==> src/rtl/mcf_pkg.sv <==
package mcf_pkg;

  // Layout tables hold one byte per field, field 0 in the low byte.
  localparam int unsigned MAX_FIELDS = 16;
  localparam int unsigned TAB_W      = MAX_FIELDS * 8;

  function automatic int unsigned tab_at(input logic [TAB_W-1:0] tab,
                                         input int unsigned idx);
    return int'(tab[idx*8 +: 8]);
  endfunction

  function automatic int unsigned tab_sum(input logic [TAB_W-1:0] tab,
                                          input int unsigned n);
    int unsigned acc;
    acc = 0;
    for (int unsigned i = 0; i < n; i++) begin
      acc += int'(tab[i*8 +: 8]);
    end
    return acc;
  endfunction

endpackage

==> src/rtl/mcf_step_counter.sv <==
module mcf_step_counter #(
  parameter int unsigned STEPS = 16,
  parameter int unsigned AW    = 4
) (
  input  logic          clk,
  input  logic          rst,
  input  logic          run,
  output logic [AW-1:0] step_q,
  output logic [AW-1:0] step_nxt
);

  localparam logic [AW-1:0] LAST = AW'(STEPS - 1);

  always_comb begin
    if (rst) begin
      step_nxt = '0;
    end else if (run) begin
      step_nxt = (step_q == LAST) ? '0 : step_q + 1'b1;
    end else begin
      step_nxt = step_q;
    end
  end

  always_ff @(posedge clk) begin
    step_q <= step_nxt;
  end

  a_r2_advance: assert property (@(posedge clk) disable iff (rst)
    (run && step_q != LAST) |=> (step_q == $past(step_q) + 1'b1));

  a_r2_wrap: assert property (@(posedge clk) disable iff (rst)
    (run && step_q == LAST) |=> (step_q == '0));

  a_r3_hold_step: assert property (@(posedge clk) disable iff (rst)
    !run |=> $stable(step_q));

  a_r2_in_range: assert property (@(posedge clk) disable iff (rst)
    step_q <= LAST);

endmodule

==> src/rtl/mcf_store.sv <==
module mcf_store #(
  parameter int unsigned DEPTH = 16,
  parameter int unsigned AW    = 4,
  parameter int unsigned DW    = 11
) (
  input  logic          clk,
  input  logic          wr_en,
  input  logic [AW-1:0] wr_addr,
  input  logic [DW-1:0] wr_data,
  input  logic [AW-1:0] rd_addr,
  output logic [DW-1:0] rd_data
);

  logic [DW-1:0] mem [DEPTH];

  // Single clocked process with a registered read, so a RAM block fits.
  always_ff @(posedge clk) begin
    if (wr_en) begin
      mem[wr_addr] <= wr_data;
    end
    rd_data <= mem[rd_addr];
  end

endmodule

==> src/rtl/mcf_field_dec.sv <==
module mcf_field_dec #(
  parameter int unsigned W      = 3,
  parameter int unsigned N      = 3,
  parameter bit          ONEHOT = 1'b0
) (
  input  logic [W-1:0] code,
  output logic [N-1:0] sig,
  output logic         bad
);

  generate
    if (ONEHOT) begin : g_onehot
      logic multi;
      assign multi = (code & (code - 1'b1)) != '0;
      assign bad   = multi;
      assign sig   = multi ? '0 : N'(code);
    end else begin : g_binary
      assign bad = 1'b0;
      for (genvar j = 0; j < N; j++) begin : g_sig
        assign sig[j] = (code == W'(j + 1));
      end
    end
  endgenerate

endmodule

==> src/rtl/mcf_ctrl.sv <==
module mcf_ctrl #(
  parameter int unsigned STEPS = 16,
  parameter int unsigned NF    = 5,
  parameter logic [NF*8-1:0] F_WIDTH = {8'd3, 8'd1, 8'd2, 8'd2, 8'd3},
  parameter logic [NF*8-1:0] F_COUNT = {8'd2, 8'd1, 8'd2, 8'd3, 8'd3},
  parameter logic [NF-1:0]   F_OH    = 5'b01001,
  localparam int unsigned TW     = mcf_pkg::TAB_W,
  localparam logic [TW-1:0] WTAB = TW'(F_WIDTH),
  localparam logic [TW-1:0] NTAB = TW'(F_COUNT),
  localparam int unsigned AW     = (STEPS > 1) ? $clog2(STEPS) : 1,
  localparam int unsigned WORD_W = mcf_pkg::tab_sum(WTAB, NF),
  localparam int unsigned ACT_W  = mcf_pkg::tab_sum(NTAB, NF)
) (
  input  logic              clk,
  input  logic              rst,
  input  logic              run,
  input  logic              ld_en,
  input  logic [AW-1:0]     ld_addr,
  input  logic [WORD_W-1:0] ld_word,
  output logic [AW-1:0]     step_o,
  output logic [ACT_W-1:0]  act_o,
  output logic              err_o
);

  logic [AW-1:0]     step_q;
  logic [AW-1:0]     step_nxt;
  logic [WORD_W-1:0] word_q;
  logic [ACT_W-1:0]  act_d;
  logic [NF-1:0]     bad_d;

  mcf_step_counter #(.STEPS(STEPS), .AW(AW)) i_cnt (
    .clk      (clk),
    .rst      (rst),
    .run      (run),
    .step_q   (step_q),
    .step_nxt (step_nxt)
  );

  // Reading at the next address keeps word_q aligned with step_q.
  mcf_store #(.DEPTH(STEPS), .AW(AW), .DW(WORD_W)) i_store (
    .clk     (clk),
    .wr_en   (ld_en),
    .wr_addr (ld_addr),
    .wr_data (ld_word),
    .rd_addr (step_nxt),
    .rd_data (word_q)
  );

  generate
    for (genvar f = 0; f < NF; f++) begin : g_field
      localparam int unsigned FW   = mcf_pkg::tab_at(WTAB, f);
      localparam int unsigned FN   = mcf_pkg::tab_at(NTAB, f);
      localparam int unsigned WOFF = mcf_pkg::tab_sum(WTAB, f);
      localparam int unsigned AOFF = mcf_pkg::tab_sum(NTAB, f);

      mcf_field_dec #(.W(FW), .N(FN), .ONEHOT(F_OH[f])) i_dec (
        .code (word_q[WOFF +: FW]),
        .sig  (act_d[AOFF +: FN]),
        .bad  (bad_d[f])
      );

      a_r6_group_exclusive: assert property (@(posedge clk) disable iff (rst)
        $onehot0(act_o[AOFF +: FN]));

      a_r7_idle_code: assert property (@(posedge clk) disable iff (rst)
        (word_q[WOFF +: FW] == '0) |=> (act_o[AOFF +: FN] == '0));

      if (F_OH[f]) begin : g_oh_chk
        a_r9_multi_hot: assert property (@(posedge clk) disable iff (rst)
          ($countones(word_q[WOFF +: FW]) > 1) |=>
            (err_o && act_o[AOFF +: FN] == '0));
      end
    end
  endgenerate

  always_ff @(posedge clk) begin
    if (rst) begin
      act_o <= '0;
      err_o <= 1'b0;
    end else begin
      act_o <= act_d;
      err_o <= |bad_d;
    end
  end

  assign step_o = step_q;

  a_r1_reset_state: assert property (@(posedge clk)
    rst |=> (step_o == '0 && act_o == '0 && !err_o));

  a_r3_hold_outputs: assert property (@(posedge clk) disable iff (rst)
    (!run && $past(!run) && !ld_en && $past(!ld_en)) |=>
      ($stable(act_o) && $stable(err_o)));

endmodule

==> config.mk <==
export PLATFORM = sky130hd
export DESIGN_NAME = mcf_ctrl
export DESIGN_NICKNAME = d
export VERILOG_FILES = /design/src/rtl/mcf_pkg.sv /design/src/rtl/mcf_step_counter.sv /design/src/rtl/mcf_store.sv /design/src/rtl/mcf_field_dec.sv /design/src/rtl/mcf_ctrl.sv
export SDC_FILE = /design/constraint.sdc
export NUM_CORES = 1
export LEC_CHECK = 0
export BUFFER_PORTS_ARGS = -buffer_cell sky130_fd_sc_hd__buf_4
export CAP_MARGIN = 20
export CORE_ASPECT_RATIO = 0.5
export CORE_MARGIN = 2
export CORE_UTILIZATION = 47
export CTS_CLUSTER_SIZE = 14
export DETAILED_ROUTE_END_ITERATION = 12
export RECOVER_POWER = 100
export SKIP_LAST_GASP = 1
export SLEW_MARGIN = 10
export SYNTH_ARGS = -nofsm -noshare
export SYNTH_HDL_FRONTEND = slang
export SYNTH_SLANG_ARGS = --single-unit
export TNS_END_PERCENT = 50
==> constraint.sdc <==
create_clock -name clk -period 2.3 [get_ports clk]
set_input_delay 0.345 -clock clk [delete_from_list [all_inputs] [get_ports clk]]
set_output_delay 0.345 -clock clk [all_outputs]
set_load 0.05 [all_outputs]
## Word level (Yosys, flattened, before mapping)

Memory sizes are Yosys's and may differ from the RTL's. A register that Yosys moved wholly into a read port is not among the register bits.
Cells that the tools add are included.

| storage, ports and cells | value |
|---|---|
| register bits | 16 |
| bits in writable memories | 176 |
| input port bits | 19 |
| output and inout bits | 16 |
| memories kept | 1 |

| operators by class | value |
|---|---|
| add/subtract/negate cells | 3 |
| eq/ne operators | 8 |
| mux-type cells | 5 |
| bitwise logic cells | 2 |
| reduce and logical (&&, ||, !) cells | 4 |

Memory list:

| memory | words | width | rd ports | clocked after Yosys merged registers in | write ports | line | source |
|---|---|---|---|---|---|---|---|
| i_store.mem | 16 | 11 | 1 | 1 | 1 | mcf_store.sv:14 | `logic [DW-1:0] mem [DEPTH];` |

Operator list:

| operator | count |
|---|---|
| $mux 4 | 3 |
| $eq 2x2->1 const B | 3 |
| $reduce_or 2->1 | 3 |
| $add 4x1->4 const B | 1 |
| $eq 2x1->1 const B | 2 |
| $eq 4x4->1 const B | 1 |
| $and 3x3->3 | 1 |
| $eq 3x1->1 const B | 1 |
| $eq 3x2->1 const B | 1 |
| $reduce_bool 3->1 | 1 |
| $sub 3x1->3 const B | 1 |
| $mux 1 | 2 |
| $and 1x1->1 | 1 |
| $sub 1x1->1 const B | 1 |

## Logic depth before layout (Yosys ltp)

| depth | value |
|---|---|
| depth in word-level cells | 4 |
| depth in mapped cells | 10 |

## Cells and area by module

Synthesis repeated with hierarchy kept, for this count alone.

| unflattened totals | value |
|---|---|
| cells, all modules | 371 |
| area, all modules | 7732.4 um^2 |

Modules (own cells, without submodules):

| module | instances | cells each | area an instance (um^2) | seq. area each (um^2) |
|---|---|---|---|---|
| mcf_store | 1 | 305 | 7039.3 | 5505.3 |
| mcf_ctrl | 1 | 27 | 380.4 | 240.2 |
| mcf_step_counter | 1 | 19 | 173.9 | 80.1 |
| mcf_field_dec (g_field[2].i_dec ...) | 2 | 4 | 26.3 | 0.0 |
| mcf_field_dec (g_field[0].i_dec) | 1 | 4 | 33.8 | 0.0 |
| mcf_field_dec (g_field[1].i_dec) | 1 | 5 | 33.8 | 0.0 |
| mcf_field_dec (g_field[3].i_dec) | 1 | 3 | 18.8 | 0.0 |

## Worst setup path before layout

OpenSTA, ideal clock, no wires.

| timing path | value |
|---|---|
| path kind | register to register |
| start | register i_cnt.step_q[1] |
| end | register i_store.rd_data[0] (read register of i_store.mem) |
| setup time | 0.075 ns |
| data arrival time | 2.357 ns |
| data required time | 2.225 ns |
| setup slack | -0.132 ns |
| cell stages (with the launch flop) | 11 |
| buffers on the path | 4 |
| clock period less this slack | 2.432 ns |
| path through | dfxtp_1 ha_1 buf_2 nand4_1 and2_1 buf_4 buf_6 buf_2 o2111ai_1 nand4_1 o22ai_1 |

| on the way | value |
|---|---|
| word-level cells in the longest chain between the ends | 4 |

RTL lines:

| item | line | source |
|---|---|---|
| start, declared | mcf_step_counter.sv:8 | `output logic [AW-1:0] step_q,` |
| start signal, assigned | mcf_step_counter.sv:25 | `step_q <= step_nxt;` |
| $add 4x1->4 / $eq 4x4->1 (equally long branches) | mcf_step_counter.sv:18 | `step_nxt = (step_q == LAST) ? '0 : step_q + 1'b1;` |
| $mux 4 | mcf_step_counter.sv:18 |  |
| $mux 4 * | mcf_step_counter.sv:17 | `end else if (run) begin` |
| $mux 4 * | mcf_step_counter.sv:15 | `if (rst) begin` |
| end, declared | mcf_store.sv:11 | `output logic [DW-1:0] rd_data` |

Every way passes the cells marked *; elsewhere a longest branch is shown, timed or not.
A chain may end at the register's enable or synchronous reset.

## Worst setup path after layout

| timing path | value |
|---|---|
| start | register i_cnt.step_q[0] |
| end | register i_store.rd_data[5] (read register of i_store.mem) |

The elaborated chain is that of the path after synthesis.

==> key figures <==
Run status
  • Status: finished, final reports clean

Layout
  • # diodes: 0
  • Footprint of the multi-input gates: approximately 2100 sq um
  • Nets@finish: 653
  • FILL cells: ~1,500
  • Layout area overhead: 13.0%
  • FF/Latch Area: 5830 sq um
  • Final instance area: around 9200 sq um
  • Layout cell share with drive strength beyond 1: a little under a tenth

Power
  • Pwr dens: ~850 nW/um^2
  • Tot Pwr: 7810 uW
  • Net Sw Frac: 23.4%
  • Net Sw Power: 1830 uW
  • Sequential share of power: 53.4%
  • Leakage Power: ~0.0032 uW
  • Maximum vdd drop: approximately 0.00053 V
  • Clock power share: approximately 37%
  • Int Power: 5980 uW
  • Combinational power share: under 10%

Global routing
  • Vias in the first global route: 4,851
  • Initial antenna violation count: 0
  • GR Overflow Total: 0
  • Total track usage: around a fifth
  • First-pass GRT wire length: 28.8 mm
  • Largest net degree at the start of global routing: 29

Drt
  • Drt drc: 0
  • Final wirelength: 19.2 mm
  • Starting DRC count in detailed routing: around 500
  • Antenna-violating nets left: 0
  • Pre-antenna DRT Iters: 5
  • Routed WL per cell: about 22 um
  • Vias: 5,101
  • Vias per inst: between 5 and 6

Placed design
  • Routability cong.: 0.866
  • Pre-CTS WS: 0.0887 ns
  • Detailed Place HPWL: around 12 mm
  • Area post-placement: 8850 sq um
  • Number of port buffers: 34

Synthesis
  • Synthesized netlist cell count: 580
  • Post-synth top area share: between 60 and 70%
  • Commonest cells post-synth: edfxtp_1, nand2_1, nand3_1
  • Async SR Flop Fraction: 0%
  • Synth area leader: edfxtp_1
  • Top-count cell post-synth: edfxtp_1
  • Count of cell types in the netlist: 39
  • Synth warn: 0
  • Seq cells post-synth: 203
  • Syn_nets: 600
  • Synth area leaders: edfxtp_1, dfxtp_1, mux2i_1
  • Top FF cell, synth: edfxtp_1
  • Mean Syn Cell Area: 14.1 sq um
  • Register area share after synthesis: 71.3%
  • Post-Syn Area: 8170 sq um
  • Post-synth EDFFs: 176

Die
  • Die width: 190 um
  • DIE HEIGHT: slightly below 100 um
  • Die ar.: 18,500 sq um
  • # IOs: 35
  • Core Box Area: 17,200 sq um
  • Rows: 34
  • Starting density of the core: 47.6%

Critical path
  • Flop2flop setup slack: 0.14 ns
  • Req. time, crit path: between 2 and 3 ns
  • Largest stage delay, worst path: about 0.32 ns
  • WS Path Type: flip-flop to flip-flop
  • Worst R2R Path Depth: 9
  • Slowest-stage cell, CP: dfxtp_2
  • R2r endpoint: i_store.rd_data[5]
  • CP max FO: 7
  • Worst setup SP type: flip-flop
  • RR Startpoint: i_cnt.step_q[0]
  • Crit-path cells: ha_1 -> nand4_1 -> buf_4 -> nand3_2 -> inv_1 -> clkbuf_2 -> nand2_1 -> a32o_1 -> o22ai_1
  • Worst Setup End Kind: flip-flop
  • Crit path DAT: ~2.6 ns

Timing
  • Final Hold Vio Count: 0
  • FMAX: 0.464 GHz
  • Final worst-path setup slack: 0.145 ns
  • Pins Over Slew Limit: 0
  • Clock Skews: around 0.015 ns
  • Post-route setup TNS: 0 ns
  • Final worst-path cycle share: 93.7%
  • Crit path time final: 2.16 ns
  • Worst-Margin Slew: approximately 1.1 ns
  • Rel. slew slack: between 20 and 30%
  • Finish-stage setup viols: 0
  • RSZ-0062 raised after global routing: false

CTS
  • CTS sink cnt: a little over 200
  • Cts bufs inserted: 19
  • Post-CTS sizing: 0
  • Worst-Skew Late Latency: 0.49 ns
  • Clock transition at the registers of the reported paths: approximately 0.060 ns
  • Root Driver: clkbuf_16
  • Post-CTS Hold Buffers: 0
  • Postcts setup bufs: 0
  • CTS tree: yes
  • # H-tree levels: 1
  • Clk buf depth: 3

Worst hold path
  • Tightest Hold Check Type: primary input to flip-flop
  • Worst hold start: run
  • Hold worst-path end: i_cnt.step_q[1]
  • Hold path depth: 3

Flow run
  • Max Cap Violations: 0
-- area by class of cell --
type                            instances  share of cell area [%]
Multi-Input combinational cell        311                    22.4
Inverter                               26                    1.06
Clock inverter                          3                   0.203
Sequential cell                       203                    63.1
Tap cell                              234                    3.17
Clock buffer                           31                    5.85
Timing Repair Buffer                   72                    4.17
-- state kept, by name, indices dropped and copies added (netlist names) --
signal	count
i_store.mem	176
err_o	1
i_cnt.step_q	4
i_store.rd_data	11
act_o	11
-- power by group through the flow --
stage	Combinational (uW)	Clock [uW]	Sequential [uW]
finish	755	2880	4170
CTS	786	2930	4170
detailed placement	782	0	4240
global route	814	3060	4180
global placement	773	0	4240
floorplan	417	0	4310
-- metal layers --
metal / vias up / wire length (um) / track usage (%)
met5: - / 0 / 0
met4: 0 / 419 / 5.49
met3: 29 / 1190 / 4.23
met2: 150 / 8430 / 31.3
met1: 2583 / 9140 / 31.7
li1: 2339 / - / -
-- critical path, delay by kind of cell (launching register included) --
kind	cells	cell delay, ns
compound gates	2	0.39
flops	1	0.32
fa+ha+maj	1	0.28
simple gates	3	0.37
buf+inv	3	0.73
-- logic make-up (layout without fill, tap and decap cells) --
group / after synthesis / count (layout) / synth area share [%]
flip-flops: 203 / 203 / 71.3
buffers and inverters: 66 / 132 / 3.48
AO/OA/AOI/OAI: 88 / 88 / 8.44
adder cells (fa/ha/maj): 1 / 1 / 0.153
multiplexers: 33 / 33 / 4.04
XOR/XNOR: 4 / 4 / 0.521
AND/OR/NAND/NOR: 185 / 185 / 12.1
-- stage by stage --
step | utilization [%] | instances | hold slack (ns)
6_report | 53.7 | 880 | 0.232
5_1_grt | 53.7 | 880 | 0.252
4_1_cts | 54.7 | 880 | 0.167
3_5_place_dp | 51.5 | 846 | 0.404
3_3_place_gp | 51.5 | 846 | 0.407
2_1_floorplan | - | 580 | 0.388
-- cell usage in the layout, fill, tap and decap left out, types with 12 or more instances in the layout --
cell type	netlist	layout
a21o_1	12	12
and3_1	12	12
buf_4	3	26
clkbuf_1	26	54
clkbuf_16	0	19
dfxtp_1	27	25
edfxtp_1	176	176
inv_1	25	25
mux2i_1	33	33
nand2_1	50	50
nand2b_1	14	14
nand3_1	35	35
nand3b_1	13	13
nand4_1	23	23
nor2_1	15	15
o2111ai_1	22	22
o21ai_0	12	12
o22ai_1	13	13
-- worst max-delay path by stage --
| stage | start | to | slack, ns | depth (start not counted) |
|---|---|---|---|---|
| after detailed placement | i_cnt.step_q[0] | i_store.rd_data[2] | 0.09 | 7 |
| after global placement | i_cnt.step_q[0] | i_store.rd_data[2] | 0.11 | 7 |
| after floorplan | i_cnt.step_q[1] | i_store.rd_data[0] | 0.08 | 10 |
| after CTS | i_cnt.step_q[0] | i_store.rd_data[2] | 0.06 | 7 |
| after global routing | i_cnt.step_q[0] | i_store.rd_data[5] | 0.03 | 9 |
| final | i_cnt.step_q[0] | i_store.rd_data[5] | 0.14 | 9 |
No activity file was read; power rests on OpenSTA's default activity.
